### config.mk
export PLATFORM = sky130hd
export DESIGN_NAME = mdio_master
export DESIGN_NICKNAME = d
export VERILOG_FILES = /design/src/rtl/mdio_pkg.sv /design/src/rtl/mdio_ctrl.sv /design/src/rtl/mdio_dpath.sv /design/src/rtl/mdio_master.sv
export SDC_FILE = /design/constraint.sdc
export NUM_CORES = 1
export LEC_CHECK = 0
export BUFFER_PORTS_ARGS = -buffer_cell sky130_fd_sc_hd__buf_2
export CORE_MARGIN = 2
export CORE_UTILIZATION = 48
export DETAILED_ROUTE_END_ITERATION = 12
export PLACE_DENSITY = 0.69
export SLEW_MARGIN = 0
export SYNTH_ARGS = -nofsm -noshare
export SYNTH_HDL_FRONTEND = slang
export SYNTH_SLANG_ARGS = --single-unit
### constraint.sdc
create_clock -name clk -period 2.5 [get_ports clk]
set_input_delay 0 -clock clk [delete_from_list [all_inputs] [get_ports clk]]
set_output_delay 0 -clock clk [all_outputs]
set_load 0.01 [all_outputs]
### src/rtl/mdio_pkg.sv
package mdio_pkg;
  localparam int FRAME_W = 32;
  localparam int DATA_W  = 16;
  localparam int OP_LSB  = 28;
  localparam int TA_POS  = 14;  // frame bit (counted from the MSB) where turnaround starts
  localparam int DATA_POS = 16; // frame bit where the data field starts
  localparam int HOLD_LSB = 8;
  localparam int NOPRE_BIT = 12;

  localparam logic [1:0] ADDR_FRAME = 2'd0;
  localparam logic [1:0] ADDR_EVENT = 2'd1;
  localparam logic [1:0] ADDR_MASK  = 2'd2;
  localparam logic [1:0] ADDR_CTRL  = 2'd3;
  localparam logic [1:0] OP_READ    = 2'b10;

  typedef struct packed {
    logic load;      // accept a new frame word
    logic drive;     // update the data line outputs
    logic drivePre;  // current bit belongs to the preamble
    logic driveEn;   // enable value for the current bit
    logic sample;    // capture mdioIn
    logic finish;    // last bit period has closed
  } mdio_strobe_t;
endpackage

### src/rtl/mdio_ctrl.sv
module mdio_ctrl
  import mdio_pkg::*;
#(
  parameter int DIV_W   = 6,
  parameter int HOLD_W  = 3,
  parameter int PRE_LEN = 32
) (
  input  logic              clk,
  input  logic              rst_n,
  input  logic [1:0]        regAddr,
  input  logic              regWrEn,
  input  logic [31:0]       regWrData,
  input  logic              frameRead,
  output mdio_strobe_t      strobe,
  output logic              mdc,
  output logic              busy,
  output logic              doneFlag,
  output logic              maskBit,
  output logic [DIV_W-1:0]  speedCfg,
  output logic [HOLD_W-1:0] holdCfg,
  output logic              noPre
);
  localparam int TOTAL = PRE_LEN + FRAME_W;
  localparam int BIT_W = $clog2(TOTAL);
  localparam logic [BIT_W-1:0] LAST_IDX = BIT_W'(TOTAL - 1);
  localparam logic [BIT_W-1:0] PRE_IDX  = BIT_W'(PRE_LEN);

  logic [DIV_W-1:0] phaseCnt;
  logic [DIV_W-1:0] holdExt;
  logic [DIV_W-1:0] holdPt;
  logic [BIT_W-1:0] bitIdx;
  logic [BIT_W-1:0] frameBit;
  logic             mdcQ;
  logic             running;
  logic             phaseEnd;
  logic             inPre;
  logic             lastBit;
  logic             wrFrame;
  logic             unusedData;

  assign unusedData = ^regWrData;
  assign wrFrame  = regWrEn && (regAddr == ADDR_FRAME);
  assign running  = busy && (speedCfg != '0);
  assign phaseEnd = running && (phaseCnt >= speedCfg);
  assign inPre    = bitIdx < PRE_IDX;
  assign frameBit = bitIdx - PRE_IDX;
  assign lastBit  = bitIdx == LAST_IDX;
  assign holdExt  = DIV_W'(holdCfg);
  assign holdPt   = (holdExt < speedCfg) ? holdExt : speedCfg - 1'b1;
  assign mdc      = mdcQ;

  always_comb begin
    strobe          = '0;
    strobe.load     = wrFrame && !busy;
    strobe.drive    = running && !mdcQ && (phaseCnt == holdPt);
    strobe.drivePre = inPre;
    strobe.driveEn  = inPre || !frameRead || (frameBit < BIT_W'(TA_POS));
    strobe.sample   = phaseEnd && !mdcQ && frameRead && !inPre &&
                      (frameBit >= BIT_W'(DATA_POS));
    strobe.finish   = phaseEnd && mdcQ && lastBit;
  end

  // Bit sequencing and MDC generation
  always_ff @(posedge clk or negedge rst_n) begin
    if (!rst_n) begin
      busy     <= 1'b0;
      mdcQ     <= 1'b0;
      phaseCnt <= '0;
      bitIdx   <= '0;
    end else if (strobe.load) begin
      busy     <= 1'b1;
      mdcQ     <= 1'b0;
      phaseCnt <= '0;
      bitIdx   <= noPre ? PRE_IDX : '0;
    end else if (running) begin
      if (phaseEnd) begin
        phaseCnt <= '0;
        mdcQ     <= ~mdcQ;
        if (mdcQ) begin
          if (lastBit) busy <= 1'b0;
          else         bitIdx <= bitIdx + 1'b1;
        end
      end else begin
        phaseCnt <= phaseCnt + 1'b1;
      end
    end
  end

  // Configuration, event and mask registers
  always_ff @(posedge clk or negedge rst_n) begin
    if (!rst_n) begin
      speedCfg <= '0;
      holdCfg  <= '0;
      noPre    <= 1'b0;
      doneFlag <= 1'b0;
      maskBit  <= 1'b0;
    end else begin
      if (regWrEn && regAddr == ADDR_CTRL) begin
        speedCfg <= regWrData[DIV_W-1:0];
        holdCfg  <= regWrData[HOLD_LSB +: HOLD_W];
        noPre    <= regWrData[NOPRE_BIT];
      end
      if (regWrEn && regAddr == ADDR_MASK) maskBit <= regWrData[0];
      if (strobe.finish) doneFlag <= 1'b1;
      else if (regWrEn && regAddr == ADDR_EVENT && regWrData[0]) doneFlag <= 1'b0;
    end
  end
endmodule

### src/rtl/mdio_dpath.sv
module mdio_dpath
  import mdio_pkg::*;
(
  input  logic               clk,
  input  logic               rst_n,
  input  mdio_strobe_t       strobe,
  input  logic [FRAME_W-1:0] wrData,
  input  logic               mdioIn,
  output logic [FRAME_W-1:0] frameWord,
  output logic               frameRead,
  output logic               mdioOut,
  output logic               mdioOe
);
  logic [FRAME_W-1:0] shiftQ;
  logic [DATA_W-1:0]  rxQ;

  assign frameRead = frameWord[OP_LSB +: 2] == OP_READ;

  always_ff @(posedge clk or negedge rst_n) begin
    if (!rst_n) begin
      frameWord <= '0;
      shiftQ    <= '0;
      rxQ       <= '0;
      mdioOut   <= 1'b0;
      mdioOe    <= 1'b0;
    end else begin
      if (strobe.load) begin
        frameWord <= wrData;
        shiftQ    <= wrData;
      end
      if (strobe.drive) begin
        mdioOut <= strobe.drivePre ? 1'b1 : shiftQ[FRAME_W-1];
        mdioOe  <= strobe.driveEn;
        if (!strobe.drivePre) shiftQ <= {shiftQ[FRAME_W-2:0], 1'b0};
      end
      if (strobe.sample) rxQ <= {rxQ[DATA_W-2:0], mdioIn};
      if (strobe.finish) begin
        mdioOe <= 1'b0;
        if (frameRead) frameWord[DATA_W-1:0] <= rxQ;
      end
    end
  end
endmodule

### src/rtl/mdio_master.sv
module mdio_master
  import mdio_pkg::*;
#(
  parameter int DIV_W   = 6,
  parameter int HOLD_W  = 3,
  parameter int PRE_LEN = 32
) (
  input  logic        clk,
  input  logic        rst_n,
  input  logic [1:0]  regAddr,
  input  logic        regWrEn,
  input  logic [31:0] regWrData,
  output logic [31:0] regRdData,
  output logic        mdc,
  output logic        mdioOut,
  output logic        mdioOe,
  input  logic        mdioIn,
  output logic        irq
);
  mdio_strobe_t       strobe;
  logic               busy;
  logic               doneFlag;
  logic               maskBit;
  logic               noPre;
  logic               frameRead;
  logic [DIV_W-1:0]   speedCfg;
  logic [HOLD_W-1:0]  holdCfg;
  logic [FRAME_W-1:0] frameWord;

  mdio_ctrl #(.DIV_W(DIV_W), .HOLD_W(HOLD_W), .PRE_LEN(PRE_LEN)) ctrl (
    .clk, .rst_n, .regAddr, .regWrEn, .regWrData, .frameRead, .strobe, .mdc,
    .busy, .doneFlag, .maskBit, .speedCfg, .holdCfg, .noPre
  );

  mdio_dpath dpath (
    .clk, .rst_n, .strobe, .wrData(regWrData), .mdioIn, .frameWord,
    .frameRead, .mdioOut, .mdioOe
  );

  assign irq = doneFlag & maskBit;

  always_comb begin
    case (regAddr)
      ADDR_FRAME: regRdData = frameWord;
      ADDR_EVENT: regRdData = {30'd0, busy, doneFlag};
      ADDR_MASK:  regRdData = {31'd0, maskBit};
      default:    regRdData = 32'(speedCfg) | (32'(holdCfg) << HOLD_LSB) |
                              (32'(noPre) << NOPRE_BIT);
    endcase
  end
endmodule

==> metrics.txt, run 1 <==
Power, Total between 6 and 7 mW; synth top area cells dfrtp_1 49%, nand2_1 11%, mux2_4 7.9%; I/O pin count 74; Final setup viols 7; die area between 0.01 and 0.015 mm^2; status complete, but fails checks; MaxCap Viol Count 0; Rel. slew slack between 60% and 70%; area leader, netlist dfrtp_1; Max Freq approximately 400 MHz; residual DRC count 0; maximum vdd drop between 0.0005 and 0.0006 V; Post-Syn Nets approximately 600; Post-Syn Area 0.00554 mm^2; CTS tree built; initial core utilization 49.0%; P_int 4.41 mW; placeable core area 0.0113 mm^2; initial drt markers 250; fin area approximately 0.0070 mm^2; share of layout cells above drive strength 1 30.0%; Total Routing Usage GR a little under a quarter; Least-Margin Pin Slew roughly 570 ps; GPL Wtd Cong ~0.89; Filler cells between 900 and 1000; Clk pwr share between 20% and 30%; clock-pin slew on the worst setup and hold paths around 70 ps; Leak 3.58 nW; top_reg_cell synth dfrtp_1; vias in the first global route ~4600; critical path launch point type flop; Die Ht between 100 and 150 um; mean post-synth cell area 10.1 um^2; sequential cell area fraction in the yosys report around half; Post-DP HPWL 9.18 mm; Final ANT Viol Nets 0; Util after Layout around 62%; Reg power frac between 40% and 50%; failing checks negative setup slack; switch share 33.0%; Layout Skew approximately 11 ps; setup ws final -15.4 ps; via density per instance roughly 5.3; combinational share of power about 36%; maximum clock path buffer count 2; Synth Instances ~550; Distinct cells, synth 50; area delta synth->final 26.1%; initial antenna violation count 0; Hold Violations, Final 0; Seq cells post-synth roughly 110; power per cell area between 900 and 1000 mW/mm^2; Min-Delay Path Class in -> reg; ys async rst share 100%; H-tree depth 3; switching power roughly 2.2 mW; worst-path fanout max 8; Setup crit end kind flop; global-route wire length before repair around 23 mm; WP data required 2750 ps; grt total ovfl 0; row cnt 39; largest net degree at the start of global routing between 60 and 70; most common library cells after synthesis 158 x nand2_1, 108 x dfrtp_1, 30 x mux2_2, 30 x nor2_1, 29 x mux2_4; final period utilization 101%; First-pass DRT Iterations 4; number of enable flip-flop cells after synthesis 0; Worst-Skew Late Latency around 360 ps; Yosys warnings 0; Critical Path AT 2760 ps; Final min period around 2500 ps; count of nets after finishing around 730; Routed WL 13.5 mm; type of the worst setup path reg -> reg; total negative slack -95.5 ps; Pins Over Slew Limit 0; clock root buffer clkbuf_16; vias 4387; CTS buffer count 9; # diodes 0; top-area cell type share of the netlist area roughly 50%; top-count cell post-synth nand2_1; RSZ-0062 raised after global routing true; clk sink count ~110; port buffer count between 70 and 80; average wire per standard cell around 16 um; die width ~110 um; Post-DP Area about 0.0063 mm^2
[cells in the final DEF (no fill, tap or decap), types with 3 or more instances in the layout]
cell	netlist	routed
dfrtp_1	108	107
o21ai_1	2	4
and3_1	6	6
nand2_1	158	157
a21oi_1	12	10
buf_4	1	32
nand2b_1	3	3
a31oi_1	18	18
buf_12	3	4
dlygate4sd3_1	0	34
a22o_1	8	8
o21ai_0	8	6
o31ai_1	3	3
and2_1	25	25
nand4_1	3	3
mux2_2	30	30
buf_2	1	72
mux2_4	29	29
or4_1	3	3
ha_1	12	10
clkbuf_16	0	10
nand3_1	13	13
xnor2_1	4	4
inv_1	10	8
a21o_1	4	4
nor2_1	30	29
mux2i_1	4	4
nor3_1	3	3
[logic make-up (layout without fill, tap and decap cells)]
group / after synthesis / count (layout) / share of synthesized area [%]
flip-flops: 108 / 108 / 48.8
XOR/XNOR: 5 / 5 / 0.790
buffers and inverters: 37 / 171 / 3.61
AND/OR/NAND/NOR: 259 / 259 / 21.4
adder cells (fa/ha/maj): 12 / 12 / 2.71
multiplexers: 64 / 64 / 15.2
AO/OA/AOI/OAI: 64 / 64 / 7.54
[area by class of cell]
type | instances | area, um^2 | share of cell area [%]
inverters | 10 | 37.5 | 0.537
repair buffers | 145 | 1070 | 15.3
clock buffers | 10 | 229 | 3.28
multi-input cells | 404 | 2700 | 38.6
clock inverters | 6 | 68.8 | 0.985
well taps | 143 | 179 | 2.56
flip-flops and latches | 108 | 2700 | 38.7
[worst paths after layout]
kind	slack, ps	start	end	depth (start not counted)
worst max register to register	-20	ctrl.speedCfg[2]$_DFFE_PN0P_	dpath.shiftQ[3]$_DFF_PN0_	11
min in group asynchronous	180	rst_n	ctrl.speedCfg[3]$_DFFE_PN0P_	2
worst min-delay path	40	regWrEn	ctrl.doneFlag$_DFFE_PN0P_	4
worst min register to register	470	dpath.frameWord[26]$_DFFE_PN0P_	dpath.frameWord[26]$_DFFE_PN0P_	2
worst max-delay path	-20	ctrl.speedCfg[2]$_DFFE_PN0P_	dpath.shiftQ[3]$_DFF_PN0_	11
max in group asynchronous	1630	rst_n	dpath.frameWord[15]$_DFF_PN0_	3
[sequential cells by signal, indices dropped and copies added (netlist names), 3 cells and up]
| signal | count |
|---|---|
| ctrl.speedCfg | 6 |
| ctrl.holdCfg | 3 |
| ctrl.phaseCnt | 6 |
| dpath.shiftQ | 32 |
| dpath.frameWord | 32 |
| ctrl.bitIdx | 6 |
| dpath.rxQ | 16 |
[metal layers]
| layer | global-route usage (%) | part of all wire (%) | vias to the layer above |
|---|---|---|---|
| met5 | 0 | 0 | - |
| met1 | 30.1 | 45 | 2156 |
| met4 | 9.05 | 2.0 | 0 |
| met2 | 38.4 | 49 | 86 |
| li1 | - | - | 2123 |
| met3 | 4.63 | 3.9 | 22 |
[worst max-delay path, stage by stage (launching register included)]
cell	delay (ps)
dfrtp_1	400
inv_2	100
ha_4	220
a21oi_2	190
o21ai_4	100
and2_4	180
buf_4	120
a21oi_1	140
o21ai_0	170
and4_4	290
clkbuf_16	190
mux2_4	290
[metrics by stage]
stage / hold slack (ps) / cells / setup WS (ps)
6_report: 37.1 / 826 / -15.4
5_1_grt: 91.2 / 826 / -108
4_1_cts: 21.2 / 822 / 13.1
3_5_place_dp: 37.5 / 772 / 2.00
3_3_place_gp: 25.7 / 772 / 74.4
2_1_floorplan: -296 / 549 / 12.3
[repair_timing]
| action | CTS | global route |
|---|---|---|
| endpoints found under the hold margin | 101 | 0 |
| hold buffers | 34 | 0 |
| endpoints found under the setup margin | 11 | 47 |
| pin swaps | 1 | 4 |
| gates resized for setup | 0 | 12 |
| buffers inserted | 0 | 3 |
| cloned | 0 | 1 |
[power by group through the flow]
stage / sequential [mW] / combinational (mW) / clock [mW]
2_1_floorplan: 2.65 / 1.63 / 0
4_1_cts: 2.74 / 2.33 / 1.49
3_5_place_dp: 2.75 / 2.27 / 0
6_report: 2.75 / 2.38 / 1.45
3_3_place_gp: 2.74 / 2.18 / 0
5_1_grt: 2.83 / 2.66 / 1.55
Power figures use the tool's default switching activity.
==> run 2, diff against run 1 <==
- SYNTH_HIERARCHICAL: unset -> 1
==> metrics.txt, run 2 <==
share of layout cells above drive strength 1 between 50 and 60%; Hold Path Stages 3; power per cell area 942 mW/mm^2; cells along the critical path inv_2, ha_4, a21oi_4, o21ai_2, nand2_2, mux2i_2, xnor2_1, nor4_2, nand2b_1, buf_12, mux2_4; CTS tree built; maximum vdd drop roughly 0.00053 V; row cnt 40; top-area cell type share of the netlist area 46.5%; mean post-synth cell area between 10 and 15 um^2; WP data required roughly 2700 ps; GPL Wtd Cong approximately 0.9; Worst path depth 11; failing checks negative setup slack; Post-Syn Area 0.00581 mm^2; Largest stage delay, worst path around 440 ps; Die Ht 114 um; Yosys warnings 6; top-count cell post-synth dfrtp_1; Least-Margin Pin Slew ~770 ps; top_reg_cell synth dfrtp_1; Pins Over Slew Limit 0; Routed WL roughly 13 mm; Post-DP HPWL ~8.6 mm; die width 114 um; RSZ-0062 raised after global routing true; clock-pin slew on the worst setup and hold paths approximately 80 ps; post-place setup slack -112 ps; number of enable flip-flop cells after synthesis 0; Hold Violations, Final 0; Max Freq 378 MHz; clk sink count about 110; vias 3934; I/O pin count 74; worst-path fanout max 32; maximum clock path buffer count 2; status complete, but fails checks; setup ws final -143 ps; critical path launch point type flop; biggest regs dpath/frameWord x32, dpath/shiftQ x32, dpath/rxQ x16; final period utilization 106%; Final setup viols 31; global-route wire length before repair approximately 21 mm; type of the worst setup path reg -> reg; Final min period roughly 2600 ps; area leader, netlist dfrtp_1; residual DRC count 0; most common library cells after synthesis 108 x dfrtp_1, 91 x mux2_2, 47 x mux2_4, 25 x and2_1, 17 x nor2_1; count of nets after finishing 624; clock root buffer clkbuf_16; initial antenna violation count 0; Min-Delay Path Class in -> reg; Total Routing Usage GR between 20% and 30%; Seq cells post-synth 108; # diodes 0; Distinct cells, synth 51; placeable core area around 0.012 mm^2; Leak 3.49 nW; initial core utilization 48.8%; largest net degree at the start of global routing between 50 and 60; non-filler cells, final 725; ys async rst share 100%; Rel. slew slack about half; Final ANT Viol Nets 0; Crit path buffers/inverters 2; slowest stage cell, crit path dfrtp_1; average wire per standard cell 18.0 um; Worst-Skew Late Latency between 300 and 400 ps; H-tree depth 3; commonest non-fill, non-tap cell in the layout dfrtp_1; Reg2Reg Depth 11; Util after Layout roughly 62%; Synth Instances about 440; MaxCap Viol Count 0; CTS buffer count 9; port buffer count 73; First-pass DRT Iterations 4; vias in the first global route approximately 4100; Setup crit end kind flop; area delta synth->final 27.2%; Layout Skew ~11 ps; Post-Syn Nets ~500; via density per instance around 5.4; Critical Path AT around 2900 ps; initial drt markers approximately 150; most frequent cells in the layout 106 x dfrtp_1, 75 x mux2_2, 72 x buf_2; sequential cell area fraction in the yosys report between 40% and 50%; grt total ovfl 0; family with the most delay on the worst path simple AND/OR/NAND/NOR gates; die area around 0.013 mm^2; synth top area cells dfrtp_1 46%, mux2_2 18%, mux2_4 12%; cell count after placement roughly 680
## run 2: changes by cell type after synthesis, sizes merged, moves of 3 or more
cell	before	now
nor2	30	17
nand2	158	15
xor2	1	5
mux2	59	138
clkbuf	20	2
o31ai	3	0
buf	7	19
a31oi	18	1
nand3	13	10
## run 2: worst paths after layout
kind	slack [ps]	start	end
min	40	regWrData[11]	dpath/frameWord[11]$_DFF_PN0_
min reg2reg	490	dpath/shiftQ[31]$_DFF_PN0_	dpath/mdioOut$_DFFE_PN0P_
min in group asynchronous	270	rst_n	dpath/frameWord[7]$_DFF_PN0_
max	-140	ctrl/speedCfg[2]$_DFFE_PN0P_	dpath/shiftQ[17]$_DFF_PN0_
max reg2reg	-140	ctrl/speedCfg[2]$_DFFE_PN0P_	dpath/shiftQ[17]$_DFF_PN0_
max in group asynchronous	1470	rst_n	dpath/shiftQ[25]$_DFF_PN0_
## run 2: logic make-up after synthesis
group,share of synthesized area (%)
AOI/OAI and AO/OA,5.21
xor gates and xnor gates,1.36
adders and majority gates,2.58
buffers and inverters,4.02
DFF,46.5
muxes,30.8
and+or+nand+nor,9.49
## run 2: metal layers
layer  global-route usage (%)  share of wire, %  vias up
li1                         -                 -     1841
met1                     26.6                44     1994
met2                     36.5                51       84
met3                     3.28               3.1       15
met4                     5.77               1.4        0
met5                        0                 0        -
## run 2: area by class of cell
| cell class | instances | area [um^2] |
|---|---|---|
| Fill cell | 922 | 4520 |
| Multi-Input combinational cell | 303 | 3140 |
| Sequential cell | 108 | 2710 |
| Timing Repair Buffer | 140 | 1050 |
| Clock buffer | 9 | 225 |
| Tap cell | 147 | 184 |
| Clock inverter | 6 | 48.8 |
| Inverter | 12 | 45.0 |
## run 2: repair_timing
| item | in CTS | in global routing |
|---|---|---|
| endpoints found under the hold margin | 83 | 0 |
| setup endpoints to repair | 63 | 62 |
| pin swaps | 5 | 2 |
| hold buffers | 28 | 0 |
| cloned | 2 | 0 |
| resized for setup | 27 | 22 |
| setup buffers | 5 | 2 |
## run 2: worst reg2reg max path: stages (launching register included)
cell and delay, ps:
dfrtp_1 440, inv_2 100, ha_4 210, a21oi_4 190, o21ai_2 90, nand2_2 130, mux2i_2 260, xnor2_1 110
nor4_2 340, nand2b_1 160, buf_12 200, mux2_4 330
## run 2: per-stage QoR
stage	setup TNS [ps]	hold WS [ps]	cell area, um^2	power [mW]
after floorplan	-877	-296	5900	4.67
after global placement	-1420	104	6540	5.27
after detailed placement	-4450	123	6540	5.40
after CTS	-3050	30.6	7290	6.94
after global routing	-6190	38.6	7400	7.41
final	-3590	37.2	7400	6.97
## run 2: report_power, final
part	leakage, nW	internal (mW)	switching [mW]
registers	1.34	2.41	0.467
clock network	0.130	0.681	0.652
logic	2.02	1.70	1.06
total	3.49	4.79	2.18
